`src/rtl/psram_ctl_pkg.sv`:
```
package psram_ctl_pkg;

    typedef enum logic [2:0] {
        ACC_IDLE  = 3'd0,
        ACC_READ  = 3'd1,
        ACC_WRITE = 3'd2,
        ACC_HOLD  = 3'd3,
        ACC_NAP   = 3'd4,
        ACC_CFG   = 3'd5
    } acc_e;

    typedef struct packed {
        logic       keep_n;   // 0 = deep sleep when pin low
        logic       shrink;   // 1 = shrunken usable window
        logic       top;      // 1 = upper part of the space
        logic [1:0] size;     // 11 quarter, 10 half, else full
    } cfg_t;

    localparam cfg_t CFG_DEF = '{keep_n: 1'b1, shrink: 1'b0, top: 1'b0, size: 2'b00};

    function automatic logic [31:0] span_words(cfg_t c, int aw);
        logic [31:0] full;
        full = 32'd1 << aw;
        case (c.size)
            2'b11:   return full >> 2;
            2'b10:   return full >> 1;
            default: return full;
        endcase
    endfunction

    function automatic logic [31:0] span_lo(cfg_t c, int aw);
        return c.top ? (32'd1 << aw) - span_words(c, aw) : 32'd0;
    endfunction

    function automatic logic [31:0] span_hi(cfg_t c, int aw);
        return span_lo(c, aw) + span_words(c, aw) - 32'd1;
    endfunction

endpackage

```
`src/rtl/psram_cmd_decode.sv`:
```
module psram_cmd_decode
    import psram_ctl_pkg::*;
(
    input  logic       cs_n,
    input  logic       we_n,
    input  logic       oe_n,
    input  logic       ub_n,
    input  logic       lb_n,
    input  logic       sleep_n,
    output acc_e       acc,
    output logic [1:0] lanes
);
    logic no_lane;

    assign no_lane = ub_n & lb_n;
    assign lanes   = ~{ub_n, lb_n};

    always_comb begin
        if (!sleep_n) begin
            acc = (!cs_n && !we_n && !no_lane) ? ACC_CFG : ACC_NAP;
        end else if (cs_n || no_lane) begin
            acc = ACC_IDLE;
        end else if (!we_n) begin
            acc = ACC_WRITE;
        end else if (!oe_n) begin
            acc = ACC_READ;
        end else begin
            acc = ACC_HOLD;
        end
    end
endmodule

```
`src/rtl/psram_mode_reg.sv`:
```
module psram_mode_reg
    import psram_ctl_pkg::*;
#(
    parameter int AW = 21
) (
    input  logic          clk,
    input  logic          rst,
    input  logic          sleep_n,
    input  logic          cfg_wr,
    input  cfg_t          cfg_din,
    output cfg_t          cfg_q,
    output logic          rms_on,
    output logic [AW-1:0] use_lo,
    output logic [AW-1:0] use_hi,
    output logic [AW-1:0] rfsh_lo,
    output logic [AW-1:0] rfsh_hi,
    output logic          rfsh_en,
    output logic          deep_sleep
);
    cfg_t live_q;
    cfg_t use_sel;
    cfg_t rf_sel;
    logic sleep_q;
    logic wake;
    logic par_on;

    assign wake = sleep_n & ~sleep_q;

    always_ff @(posedge clk) begin
        if (rst) begin
            cfg_q   <= CFG_DEF;
            live_q  <= CFG_DEF;
            sleep_q <= 1'b1;
        end else begin
            sleep_q <= sleep_n;
            if (cfg_wr) begin
                cfg_q <= cfg_din;
            end else if (wake) begin
                if (!cfg_q.keep_n) begin
                    cfg_q  <= CFG_DEF;
                    live_q <= CFG_DEF;
                end else begin
                    live_q <= cfg_q;
                end
            end
        end
    end

    assign deep_sleep = ~sleep_q & ~cfg_q.keep_n;
    assign rfsh_en    = ~deep_sleep;
    assign par_on     = ~sleep_q & ~cfg_q.shrink & cfg_q.keep_n;
    assign rms_on     = live_q.shrink;
    assign use_sel    = live_q.shrink ? live_q : CFG_DEF;
    assign rf_sel     = par_on ? cfg_q : CFG_DEF;
    assign use_lo     = AW'(span_lo(use_sel, AW));
    assign use_hi     = AW'(span_hi(use_sel, AW));
    assign rfsh_lo    = AW'(span_lo(rf_sel, AW));
    assign rfsh_hi    = AW'(span_hi(rf_sel, AW));

    // leaving deep sleep restores the defaults
    p_deep_exit_default_r9: assert property (@(posedge clk) disable iff (rst)
        (!sleep_q && !cfg_q.keep_n && sleep_n) |=> (cfg_q == CFG_DEF && !rms_on));

    // a wake without deep sleep copies the mode register
    p_wake_copy_r7: assert property (@(posedge clk) disable iff (rst)
        (!sleep_q && cfg_q.keep_n && sleep_n) |=> (rms_on == $past(cfg_q.shrink)));

    // no refresh in deep sleep
    p_deep_no_refresh_r9: assert property (@(posedge clk) disable iff (rst)
        deep_sleep |-> !rfsh_en);

    // windows are well ordered
    p_span_order_r6: assert property (@(posedge clk) disable iff (rst)
        (use_lo <= use_hi) && (rfsh_lo <= rfsh_hi));
endmodule

```
`src/rtl/psram_access_gate.sv`:
```
module psram_access_gate
    import psram_ctl_pkg::*;
#(
    parameter int AW = 21
) (
    input  logic          clk,
    input  logic          rst,
    input  acc_e          acc,
    input  logic [1:0]    lanes,
    input  logic [AW-1:0] addr,
    input  logic          rms_on,
    input  logic [AW-1:0] use_lo,
    input  logic [AW-1:0] use_hi,
    output acc_e          acc_q,
    output logic [1:0]    mem_we,
    output logic [1:0]    dq_oe,
    output logic          oor
);
    logic is_rw;
    logic miss;

    assign is_rw = (acc == ACC_READ) || (acc == ACC_WRITE);
    assign miss  = rms_on && ((addr < use_lo) || (addr > use_hi));

    always_ff @(posedge clk) begin
        if (rst) begin
            acc_q  <= ACC_IDLE;
            mem_we <= '0;
            dq_oe  <= '0;
            oor    <= 1'b0;
        end else begin
            acc_q  <= acc;
            oor    <= is_rw && miss;
            mem_we <= (acc == ACC_WRITE && !miss) ? lanes : 2'b00;
            dq_oe  <= (acc == ACC_READ && !miss) ? lanes : 2'b00;
        end
    end

    // idle cycles touch nothing
    p_idle_quiet_r1: assert property (@(posedge clk) disable iff (rst)
        (acc_q == ACC_IDLE) |-> (mem_we == 2'b00 && dq_oe == 2'b00));

    // a write never drives the data lanes
    p_write_no_drive_r2: assert property (@(posedge clk) disable iff (rst)
        (mem_we != 2'b00) |-> (dq_oe == 2'b00 && acc_q == ACC_WRITE));

    // an out-of-range access is fully suppressed
    p_oor_suppress_r10: assert property (@(posedge clk) disable iff (rst)
        oor |-> (mem_we == 2'b00 && dq_oe == 2'b00));
endmodule

```
`src/rtl/psram_ctl.sv`:
```
module psram_ctl
    import psram_ctl_pkg::*;
#(
    parameter int AW = 21
) (
    input  logic          clk,
    input  logic          rst,
    input  logic          cs_n,
    input  logic          we_n,
    input  logic          oe_n,
    input  logic          ub_n,
    input  logic          lb_n,
    input  logic          sleep_n,
    input  logic [AW-1:0] addr,
    output logic [2:0]    acc_kind,
    output logic [1:0]    mem_we,
    output logic [1:0]    dq_oe,
    output logic          oor,
    output logic [4:0]    cfg_o,
    output logic [AW-1:0] use_lo,
    output logic [AW-1:0] use_hi,
    output logic [AW-1:0] rfsh_lo,
    output logic [AW-1:0] rfsh_hi,
    output logic          rfsh_en,
    output logic          deep_sleep
);
    acc_e       acc;
    acc_e       acc_q;
    logic [1:0] lanes;
    cfg_t       cfg_q;
    logic       rms_on;

    psram_cmd_decode u_dec (
        .cs_n(cs_n), .we_n(we_n), .oe_n(oe_n), .ub_n(ub_n), .lb_n(lb_n),
        .sleep_n(sleep_n), .acc(acc), .lanes(lanes)
    );

    psram_mode_reg #(.AW(AW)) u_mode (
        .clk(clk), .rst(rst), .sleep_n(sleep_n),
        .cfg_wr(acc == ACC_CFG), .cfg_din(cfg_t'(addr[4:0])),
        .cfg_q(cfg_q), .rms_on(rms_on),
        .use_lo(use_lo), .use_hi(use_hi),
        .rfsh_lo(rfsh_lo), .rfsh_hi(rfsh_hi),
        .rfsh_en(rfsh_en), .deep_sleep(deep_sleep)
    );

    psram_access_gate #(.AW(AW)) u_gate (
        .clk(clk), .rst(rst), .acc(acc), .lanes(lanes), .addr(addr),
        .rms_on(rms_on), .use_lo(use_lo), .use_hi(use_hi),
        .acc_q(acc_q), .mem_we(mem_we), .dq_oe(dq_oe), .oor(oor)
    );

    assign acc_kind = acc_q;
    assign cfg_o    = cfg_q;
endmodule

```
`config.mk`:
```
export PLATFORM = sky130hd
export DESIGN_NAME = psram_ctl
export DESIGN_NICKNAME = d
export VERILOG_FILES = /design/src/rtl/psram_ctl_pkg.sv /design/src/rtl/psram_cmd_decode.sv /design/src/rtl/psram_mode_reg.sv /design/src/rtl/psram_access_gate.sv /design/src/rtl/psram_ctl.sv
export SDC_FILE = /design/constraint.sdc
export NUM_CORES = 1
export LEC_CHECK = 0
export BUFFER_PORTS_ARGS = -buffer_cell sky130_fd_sc_hd__buf_4
export CORE_ASPECT_RATIO = 1.25
export CORE_UTILIZATION = 37
export DETAILED_ROUTE_END_ITERATION = 7
export PLACE_DENSITY = 0.81
export SYNTH_ARGS = -nofsm -noshare
export SYNTH_HDL_FRONTEND = slang
export SYNTH_SLANG_ARGS = --single-unit
```
`constraint.sdc`:
```
create_clock -name clk -period 2.3 [get_ports clk]
set_input_delay 0.23 -clock clk [delete_from_list [all_inputs] [get_ports clk]]
set_output_delay 0.23 -clock clk [all_outputs]
set_load 0.03 [all_outputs]
```
==> impl_metrics.tcl <==
set metrics [dict create \
    p_int_uw 485.0 \
    grt_pass1_wl_um 3926 \
    swShare 0.3875 \
    viasPerCell 4.157 \
    start_util 0.3944 \
    clock_latency_ns 0.24 \
    dr.pass1.iters 8 \
    drt_iter0_drc 36 \
    tritoncts "done" \
    ir_drop_v 0.0001613 \
    clockPowerShare 0.264 \
    arrival_ns 2.15 \
    yosysSeqAreaShare 0.2578 \
    synth_area_leaders "buf_4, dfxtp_1, a21oi_1, ha_1, nand3_1" \
    slew_viol_final 0 \
    gp_congestion 0.7805 \
    cp.required_ns 2.45 \
    synth-async-reset-ratio 0 \
    rows 24 \
    clk_path_buf_depth 2 \
    critical_path.max_fanout 5 \
    p_leak_uw 0.0008198 \
    cts_setup_buffers 0 \
    place_area_um2 1535 \
    critical_path_class "reg2reg" \
    numPortBuffers 51 \
    cellPowerDensity_nw_per_um2 502.3 \
    path_clk_slew_ns 0.06 \
    cts_hold_buf 0 \
    start_kind "register" \
    antenna_cells 0 \
    p_switching_uw 306.9 \
    hold-worst-slack_ns 0.1837 \
    io_pins 128 \
    floorplan.die_area_um2 4029 \
    cts_buffers 3 \
    synth_edf_count 0 \
    wl_um 2609 \
    hold_viol 0 \
    syn_inst 177 \
    syn_avg_cell_area_um2 7.896 \
    grt_setup_unrepaired "no" \
    grt-ovfl-total 0 \
    yosysWarnings 0 \
    max_freq_mhz 500.0 \
    drive_gt1_frac 0.2412 \
    synth_common_cells "buf_4, dfxtp_1, nand2_1" \
    die_x_um 56.97 \
    totalPowerFinal_uw 791.9 \
    timing.final.crit_period_ns 2.000 \
    pwr-share-comb 0.327 \
    skew_ns 0.002343 \
    status "finished with violations" \
    root_buffer "clkbuf_8" \
    critPathSlowestCell "or4_1" \
    cap_violations 0 \
    ys.flop_type "dfxtp_1" \
    dp_hpwl_um 2255 \
    cts_resized 0 \
    grt_pass1_vias 931 \
    netlist_area_um2 1398 \
    antenna_found_initial 0 \
    violations "DRC" \
    synthToLayoutAreaGrowth_pct 12.80 \
    ant_nets 0 \
    final_cell_area_um2 1577 \
    grt.total_usage 0.1235 \
    pwr-share-seq 0.409 \
    setup_viol 0 \
    synthDistinctLibCells 29 \
    drcViolationCount 18 \
    htree_levels 1 \
    hold_class "in2reg" \
    nets 263 \
    yosysMostFrequentCell "buf_4" \
    fin_crit_sh 0.8695 \
    synth_seq_cells 18 \
    wl_per_cell_um 9.772 \
    core_area_um2 3543 \
    cp_top_family "simple AND/OR/NAND/NOR gates" \
    die_y_um 70.72 \
    clkSinkCount 18 \
    crit_chain "nand2_1 -> nor2_1 -> ha_1 -> nand3_1 -> or4_1 -> o311a_1 -> nor4_1" \
    grt_start_max_net_pins 12 \
    synth_top_area_cell "buf_4" \
    synth_top_area_share 0.4082 \
    cp.buffers_inverters 0 \
    critical-path-max-stage-delay_ns 0.42 \
    vias 1110 \
    finalSetupTns_ns 0 \
    setup.worst_path.end_class "register" \
    num-fill-cells 360 \
]
## routing by layer
layer  share of wire  up-vias  track usage  wire [um]
met5               0        -            0          0
met4           0.019        0      0.05962         49
met3            0.11        4      0.02559        276
met2            0.53       86       0.2353       1373
met1            0.35      485       0.1247        910
li1                -      535            -          -
## registers in the layout, indices dropped and copies added, names as in the netlist
signal,count
u_mode.cfg_q,5
u_gate.acc_q,3
u_mode.live_q,3
u_gate.dq_oe,2
u_gate.mem_we,2
u_gate.oor,1
u_mode.rms_on,1
u_mode.sleep_q,1
## cells by family (layout without fill, tap and decap cells)
kind of cell | after synthesis | count (layout) | synth area share
buf+inv | 84 | 61 | 0.4306
simple gates | 51 | 51 | 0.1871
flops | 18 | 18 | 0.2578
compound gates | 17 | 17 | 0.07700
fa+ha+maj | 4 | 4 | 0.03581
other cells | 2 | 76 | 0.005374
xor+xnor | 1 | 1 | 0.006268
## power by group through the flow
| stage | registers [uW] | clock network (uW) | logic, uW |
|---|---|---|---|
| 5_1_grt | 325 | 223 | 274 |
| 4_1_cts | 324 | 211 | 258 |
| 6_report | 324 | 209 | 259 |
| 3_3_place_gp | 331 | 0 | 257 |
| 2_1_floorplan | 341 | 0 | 287 |
| 3_5_place_dp | 331 | 0 | 258 |
## worst paths after layout
kind	end	startpoint	cells past startpoint	slack (ns)
min reg2reg	u_mode.live_q[2]$_SDFFE_PP0P_	u_mode.live_q[2]$_SDFFE_PP0P_	2	0.48
max	u_gate.dq_oe[0]$_SDFF_PP0_	u_mode.rms_on$_SDFFE_PP0P_	7	0.30
max reg2reg	u_gate.dq_oe[0]$_SDFF_PP0_	u_mode.rms_on$_SDFFE_PP0P_	7	0.30
min	u_gate.mem_we[1]$_SDFF_PP0_	ub_n	2	0.18
## cells in the final DEF, fill, tap and decap left out, drive strengths merged, types with 2 or more instances in the layout
cell type / synthesis / final
a21oi: 10 / 10
dfxtp: 18 / 18
nand4: 3 / 3
and2: 4 / 4
nand2: 12 / 12
nor3: 2 / 2
conb: 2 / 76
nor2: 7 / 7
buf: 77 / 52
clkbuf: 1 / 3
inv: 6 / 6
ha: 4 / 4
and3: 2 / 2
nand2b: 3 / 3
nor4: 4 / 4
nand3: 10 / 10
## cell type report
cell class	count	area, um^2	area share
Inverter	6	22.52	0.01429
Multi-Input combinational cell	149	713.2	0.4524
Clock buffer	3	41.29	0.02619
Timing Repair Buffer	52	390.4	0.2476
Tap cell	39	48.80	0.03095
Sequential cell	18	360.3	0.2286
## stage by stage
| stage | cells | setup WS, ns | utilization |
|---|---|---|---|
| floorplan | 251 | 0.4164 | - |
| global placement | 264 | 0.3906 | 0.4333 |
| detailed placement | 264 | 0.3006 | 0.4333 |
| CTS | 267 | 0.2917 | 0.4449 |
| global route | 267 | 0.1102 | 0.4449 |
| finish | 267 | 0.3002 | 0.4449 |
(Power assumes the default switching activity.)
